<file path="src/rtl/llsc_pkg.sv">
package llsc_pkg;
  typedef enum logic [1:0] {
    CMD_READ   = 2'd0,
    CMD_WRITE  = 2'd1,
    CMD_LINKED = 2'd2,
    CMD_STCOND = 2'd3
  } cmd_e;
endpackage

</file>
<file path="src/rtl/llsc_slot.sv">
module llsc_slot #(
  parameter int ADDR_W = 16
) (
  input  logic              clk,
  input  logic              rst_n,
  input  logic              set_i,
  input  logic              clr_i,
  input  logic [ADDR_W-1:0] addr_i,
  output logic              hit_o,
  output logic              live_o
);
  logic [ADDR_W-1:0] stored_q;
  logic              live_q;

  assign hit_o  = live_q && (stored_q == addr_i);
  assign live_o = live_q;

  always_ff @(posedge clk or negedge rst_n) begin
    if (!rst_n) begin
      live_q   <= 1'b0;
      stored_q <= '0;
    end else if (set_i) begin
      live_q   <= 1'b1;
      stored_q <= addr_i;
    end else if (clr_i && hit_o) begin
      live_q   <= 1'b0;
    end
  end


  arm_takes_addr_chk: assert property (@(posedge clk) disable iff (!rst_n)
    set_i |=> (live_o && stored_q == $past(addr_i)));


  write_disarms_chk: assert property (@(posedge clk) disable iff (!rst_n)
    (clr_i && hit_o && !set_i) |=> !live_o);
endmodule

</file>
<file path="src/rtl/llsc_decide.sv">
module llsc_decide
  import llsc_pkg::*;
#(
  parameter int NUM_INIT = 8,
  parameter int SRC_W    = 4
) (
  input  logic                req_valid,
  input  logic [1:0]          req_cmd,
  input  logic [SRC_W-1:0]    req_src,
  input  logic [NUM_INIT-1:0] hit_vec,
  output logic [NUM_INIT-1:0] set_vec,
  output logic                commit_wr,
  output logic                sc_req,
  output logic                sc_pass
);
  logic [NUM_INIT-1:0] own_sel;
  logic                is_write, is_linked;

  assign is_write  = req_valid && (req_cmd == CMD_WRITE);
  assign is_linked = req_valid && (req_cmd == CMD_LINKED);
  assign sc_req    = req_valid && (req_cmd == CMD_STCOND);

  for (genvar i = 0; i < NUM_INIT; i++) begin : g_sel
    assign own_sel[i] = (req_src == SRC_W'(i));
    assign set_vec[i] = is_linked && own_sel[i];
  end

  assign sc_pass   = sc_req && |(hit_vec & own_sel);
  assign commit_wr = is_write || sc_pass;
endmodule

</file>
<file path="src/rtl/llsc_resv_table.sv">
module llsc_resv_table
  import llsc_pkg::*;
#(
  parameter int NUM_INIT = 8,
  parameter int SRC_W    = 4,
  parameter int ADDR_W   = 16,
  parameter int STAT_W   = 32
) (
  input  logic              clk,
  input  logic              rst_n,
  input  logic              req_valid,
  input  logic [1:0]        req_cmd,
  input  logic [ADDR_W-1:0] req_addr,
  input  logic [SRC_W-1:0]  req_src,
  output logic              mem_wr_en,
  output logic              sc_valid,
  output logic [STAT_W-1:0] sc_status
);
  localparam logic [SRC_W:0] SLOT_LIMIT = (SRC_W+1)'(NUM_INIT);

  logic [NUM_INIT-1:0] hit_vec, live_vec, set_vec;
  logic                commit_wr, sc_req, sc_pass;

  for (genvar i = 0; i < NUM_INIT; i++) begin : g_slot
    llsc_slot #(.ADDR_W(ADDR_W)) u_slot (
      .clk    (clk),
      .rst_n  (rst_n),
      .set_i  (set_vec[i]),
      .clr_i  (commit_wr),
      .addr_i (req_addr),
      .hit_o  (hit_vec[i]),
      .live_o (live_vec[i])
    );
  end

  llsc_decide #(.NUM_INIT(NUM_INIT), .SRC_W(SRC_W)) u_decide (
    .req_valid (req_valid),
    .req_cmd   (req_cmd),
    .req_src   (req_src),
    .hit_vec   (hit_vec),
    .set_vec   (set_vec),
    .commit_wr (commit_wr),
    .sc_req    (sc_req),
    .sc_pass   (sc_pass)
  );

  assign mem_wr_en = commit_wr;
  assign sc_valid  = sc_req;
  assign sc_status = (sc_req && !sc_pass) ? STAT_W'(1) : '0;


  foreign_src_fails_chk: assert property (@(posedge clk) disable iff (!rst_n)
    (sc_valid && {1'b0, req_src} >= SLOT_LIMIT) |-> (!mem_wr_en && sc_status == STAT_W'(1)));


  read_keeps_slots_chk: assert property (@(posedge clk) disable iff (!rst_n)
    (req_valid && req_cmd == CMD_READ) |=> $stable(live_vec));


  no_write_on_load_chk: assert property (@(posedge clk) disable iff (!rst_n)
    (req_valid && (req_cmd == CMD_READ || req_cmd == CMD_LINKED)) |-> !mem_wr_en);


  pass_needs_own_slot_chk: assert property (@(posedge clk) disable iff (!rst_n)
    (sc_valid && sc_status == '0) |-> (mem_wr_en && live_vec != '0));


  one_arm_per_cycle_chk: assert property (@(posedge clk) disable iff (!rst_n)
    $onehot0(set_vec));
endmodule

</file>
<file path="config.mk">
export PLATFORM = sky130hd
export DESIGN_NAME = llsc_resv_table
export DESIGN_NICKNAME = d
export VERILOG_FILES = /design/src/rtl/llsc_pkg.sv /design/src/rtl/llsc_slot.sv /design/src/rtl/llsc_decide.sv /design/src/rtl/llsc_resv_table.sv
export SDC_FILE = /design/constraint.sdc
export NUM_CORES = 1
export LEC_CHECK = 0
export BUFFER_PORTS_ARGS = -buffer_cell sky130_fd_sc_hd__buf_2
export CELL_PAD_IN_SITES_DETAIL_PLACEMENT = 0
export CELL_PAD_IN_SITES_GLOBAL_PLACEMENT = 1
export CORE_ASPECT_RATIO = 2
export CORE_UTILIZATION = 40
export CTS_CLUSTER_SIZE = 25
export DETAILED_ROUTE_END_ITERATION = 8
export PLACE_DENSITY_LB_ADDON = 0.1
export SYNTH_ARGS = -nofsm -noshare
export SYNTH_HDL_FRONTEND = slang
export SYNTH_HIERARCHICAL = 1
export SYNTH_SLANG_ARGS = --single-unit
</file>
<file path="constraint.sdc">
create_clock -name clk -period 2.2 [get_ports clk]
set_clock_uncertainty 0.15 [all_clocks]
set_input_delay 0.22 -clock clk [delete_from_list [all_inputs] [get_ports clk]]
set_output_delay 0.22 -clock clk [all_outputs]
set_load 0.005 [all_outputs]
</file>
==> metrics <==
number of H-tree branching levels=4; Setup TNS Final=-4540 ps; worst endpoint data arrival time=2570 ps; Final setup violation count=10; violated checks=setup timing; number of global-route vias before repair=4376; power density over the cells=815.1 nW/um^2; total congestion overflow after global routing=0; number of unique standard cell types used by synthesis=31; total track usage=0.1892; hold crit path type=input pin to flip-flop; result of the run=finished, violations left; DRC Markers=0; largest net degree at the start of global routing=55; static power due to leakage=3.647 nW; peak clock frequency supported by timing=339.9 MHz; Syn Inst Count=550; Final HPWL DP=11400 um; Die Wd=95.80 um; Worst-Margin Slew=567.2 ps; Antenna diodes=0; number of rows in the core area=68; Num CTS Buffers=17; Final Hold Fails=0; instance count after placement with tap cells included=818; worst ir drop on vdd=0.5462 mV; crit share post-route=1.337; endpoint required time on the critical path=1830 ps; total of max-cap violations=0; min cycle time layout=2942 ps; ordered cell list for the critical path=xnor2_1 -> nand4_1 -> nor4_2 -> and2_1 -> or3b_1 -> a21oi_2 -> nor4_2 -> nor2b_1 -> nor2b_4 -> buf_2; fraction of layout instances using a drive strength above 1=0.2582; library cell used as clock root buffer=sky130_fd_sc_hd__clkbuf_16; worst slack at placement=-506.2 ps; Mapped Area=7038 um^2; crit path capture type=output port; number of register bits inferred by synthesis=136; RSZ-0062 raised after global routing=true; Net count, final=655; via count of the routed design=4260; violation count after the first detailed-routing iteration=145; clock tree from TritonCTS=yes; wire length of the first global-routing pass=24560 um; number of antenna violations at the first check in global routing=0; deepest clock path buffer count=2; count of input and output buffers=27; worst hold margin=28.01 ps; Power Total=0.006834 W; number of routed nets with antenna violations=0; Synth Area per Inst=12.80 um^2; Crit path largest cell delay=390 ps; final-layout fill cell count=1570; area growth from synthesis to layout=19.13%; total core area=17270 um^2; Sinks on Clock Net=136; most common cell type on the critical path=sky130_fd_sc_hd__nor4_2; clock transition at the register clock pins on the worst setup and hold paths after CTS=60 ps; crit path launch type=flip-flop; io pins=59; routed length per instance=18.22 um; crit path kind=flip-flop to output port; DR pass1 iterations=4; non-filler instance count after layout=853; die extent in y=189.6 um; Final Worst Setup Slack=-741.7 ps; Synth warnings=6; WL final=15540 um; final RePlAce weighted congestion=0.7486; average vias per placed instance=4.994; number of pins exceeding their max-slew limit in the final report=0; worst max-slew margin expressed relative to the limit=0.6218; Critical Path Slowest Stage Cell=sky130_fd_sc_hd__dfrtp_1; effective utilization at floorplan=0.4075; largest driver fanout on the critical path=2; fraction of the yosys area taken by sequential cells=0.4836; area enclosed by the die boundary=18160 um^2; clock latency on the worst-skew pair=420 ps
[kinds of logic after synthesis]
group / after synthesis / synth area share
flops: 136 / 0.4836
mux: 129 / 0.2062
xor+xnor: 128 / 0.1593
simple gates: 85 / 0.08107
buf+inv: 59 / 0.05778
compound gates: 12 / 0.01156
other cells: 1 / 0.0005328
[synthesized netlist by cell type (all sizes together)]
| cell type | count | area (um^2) |
|---|---|---|
| dfrtp | 136 | 3403 |
| mux2 | 128 | 1441 |
| xnor2 | 128 | 1121 |
| buf | 50 | 362.9 |
| nand4 | 32 | 200.2 |
| nor2 | 12 | 45.04 |
| nor4 | 11 | 131.4 |
| a31oi | 8 | 50.05 |
| and2 | 8 | 50.05 |
| inv | 8 | 30.03 |
| nor3 | 5 | 25.02 |
| a21oi | 4 | 31.28 |
| nand2 | 4 | 15.01 |
| nand3 | 2 | 10.01 |
| nand3b | 2 | 15.01 |
| nor2b | 2 | 20.02 |
| or2b | 2 | 17.52 |
| and3 | 1 | 6.260 |
| clkbuf | 1 | 13.76 |
| conb | 1 | 3.750 |
| mux2i | 1 | 10.01 |
| nand2b | 1 | 6.260 |
| nand4b | 1 | 8.760 |
| nand4bb | 1 | 11.26 |
| or3b | 1 | 8.760 |
[worst max-delay path, delay by kind of cell (launching register included)]
kind / cells / cell delay, ps
xor+xnor: 1 / 250
simple gates: 7 / 1270
flops: 1 / 390
compound gates: 1 / 140
buf+inv: 1 / 120
[layer usage]
layer  GRT usage  wire length (um)
met3     0.02918               271
met2      0.3464              8763
met5           0                 0
met1      0.2159              6271
met4     0.06831               236
[repair_timing]
item | CTS | global route
resized for setup | 2 | 1
endpoints found under the hold margin | 52 | 0
hold buffers | 1 | 0
pin swaps | 2 | 1
setup endpoints to repair | 10 | 10
setup buffers | 2 | 0
[state kept, by name, summed over array words and instances, names as in the netlist]
signal,cells
g_slot.u_slot/stored_q,128
g_slot.u_slot/live_o,8
[worst paths after layout]
path,start,end,slack (ps),depth (start not counted)
hold / removal,req_addr[12],g_slot[4].u_slot/stored_q[12],30,2
setup / recovery,g_slot[1].u_slot/stored_q[4],sc_status[0],-740,10
max in group asynchronous,rst_n,g_slot[2].u_slot/stored_q[12],1060,3
hold reg to reg,g_slot[5].u_slot/stored_q[12],g_slot[5].u_slot/stored_q[12],350,1
setup reg to reg,g_slot[1].u_slot/stored_q[4],g_slot[3].u_slot/live_o,-400,11
min in group asynchronous,rst_n,g_slot[1].u_slot/stored_q[9],190,2
[cells in the final DEF (no fill, tap or decap), drive strengths merged, types with 2 or more instances in the layout]
cell type    n
dfrtp      136
and2         8
xnor2      128
mux2       128
nor2b        2
nand4       32
clkinvlp     4
clkinv       6
a31oi        8
nor4        11
a21oi        4
or2b         2
nand3        2
nand3b       2
buf         81
inv         10
nor3         5
nor2        12
nand2        4
conb        31
clkbuf      19
[per-stage QoR]
stage	util	instance area, um^2
global route	0.4854	8384
CTS	0.4852	8381
global placement	0.4506	7782
detailed placement	0.4506	7782
floorplan	-	7151
finish	0.4854	8384
[power by group]
group / switching, W / internal, W / leakage (nW)
combinational: 0.000482 / 0.000598 / 1.58
sequential: 0.000214 / 0.00284 / 1.80
clock: 0.00110 / 0.00159 / 0.266
total: 0.00180 / 0.00503 / 3.65
[layout make-up]
type,instances,area (um^2),area share
Clock buffer,19,442.9,0.05283
Clock inverter,13,122.6,0.01462
Sequential cell,136,3403,0.4059
Inverter,8,30.03,0.003582
Timing Repair Buffer,82,752.0,0.08969
Tap cell,210,262.8,0.03134
Multi-Input combinational cell,385,3371,0.4020
No activity file was read; power rests on OpenSTA's default activity.
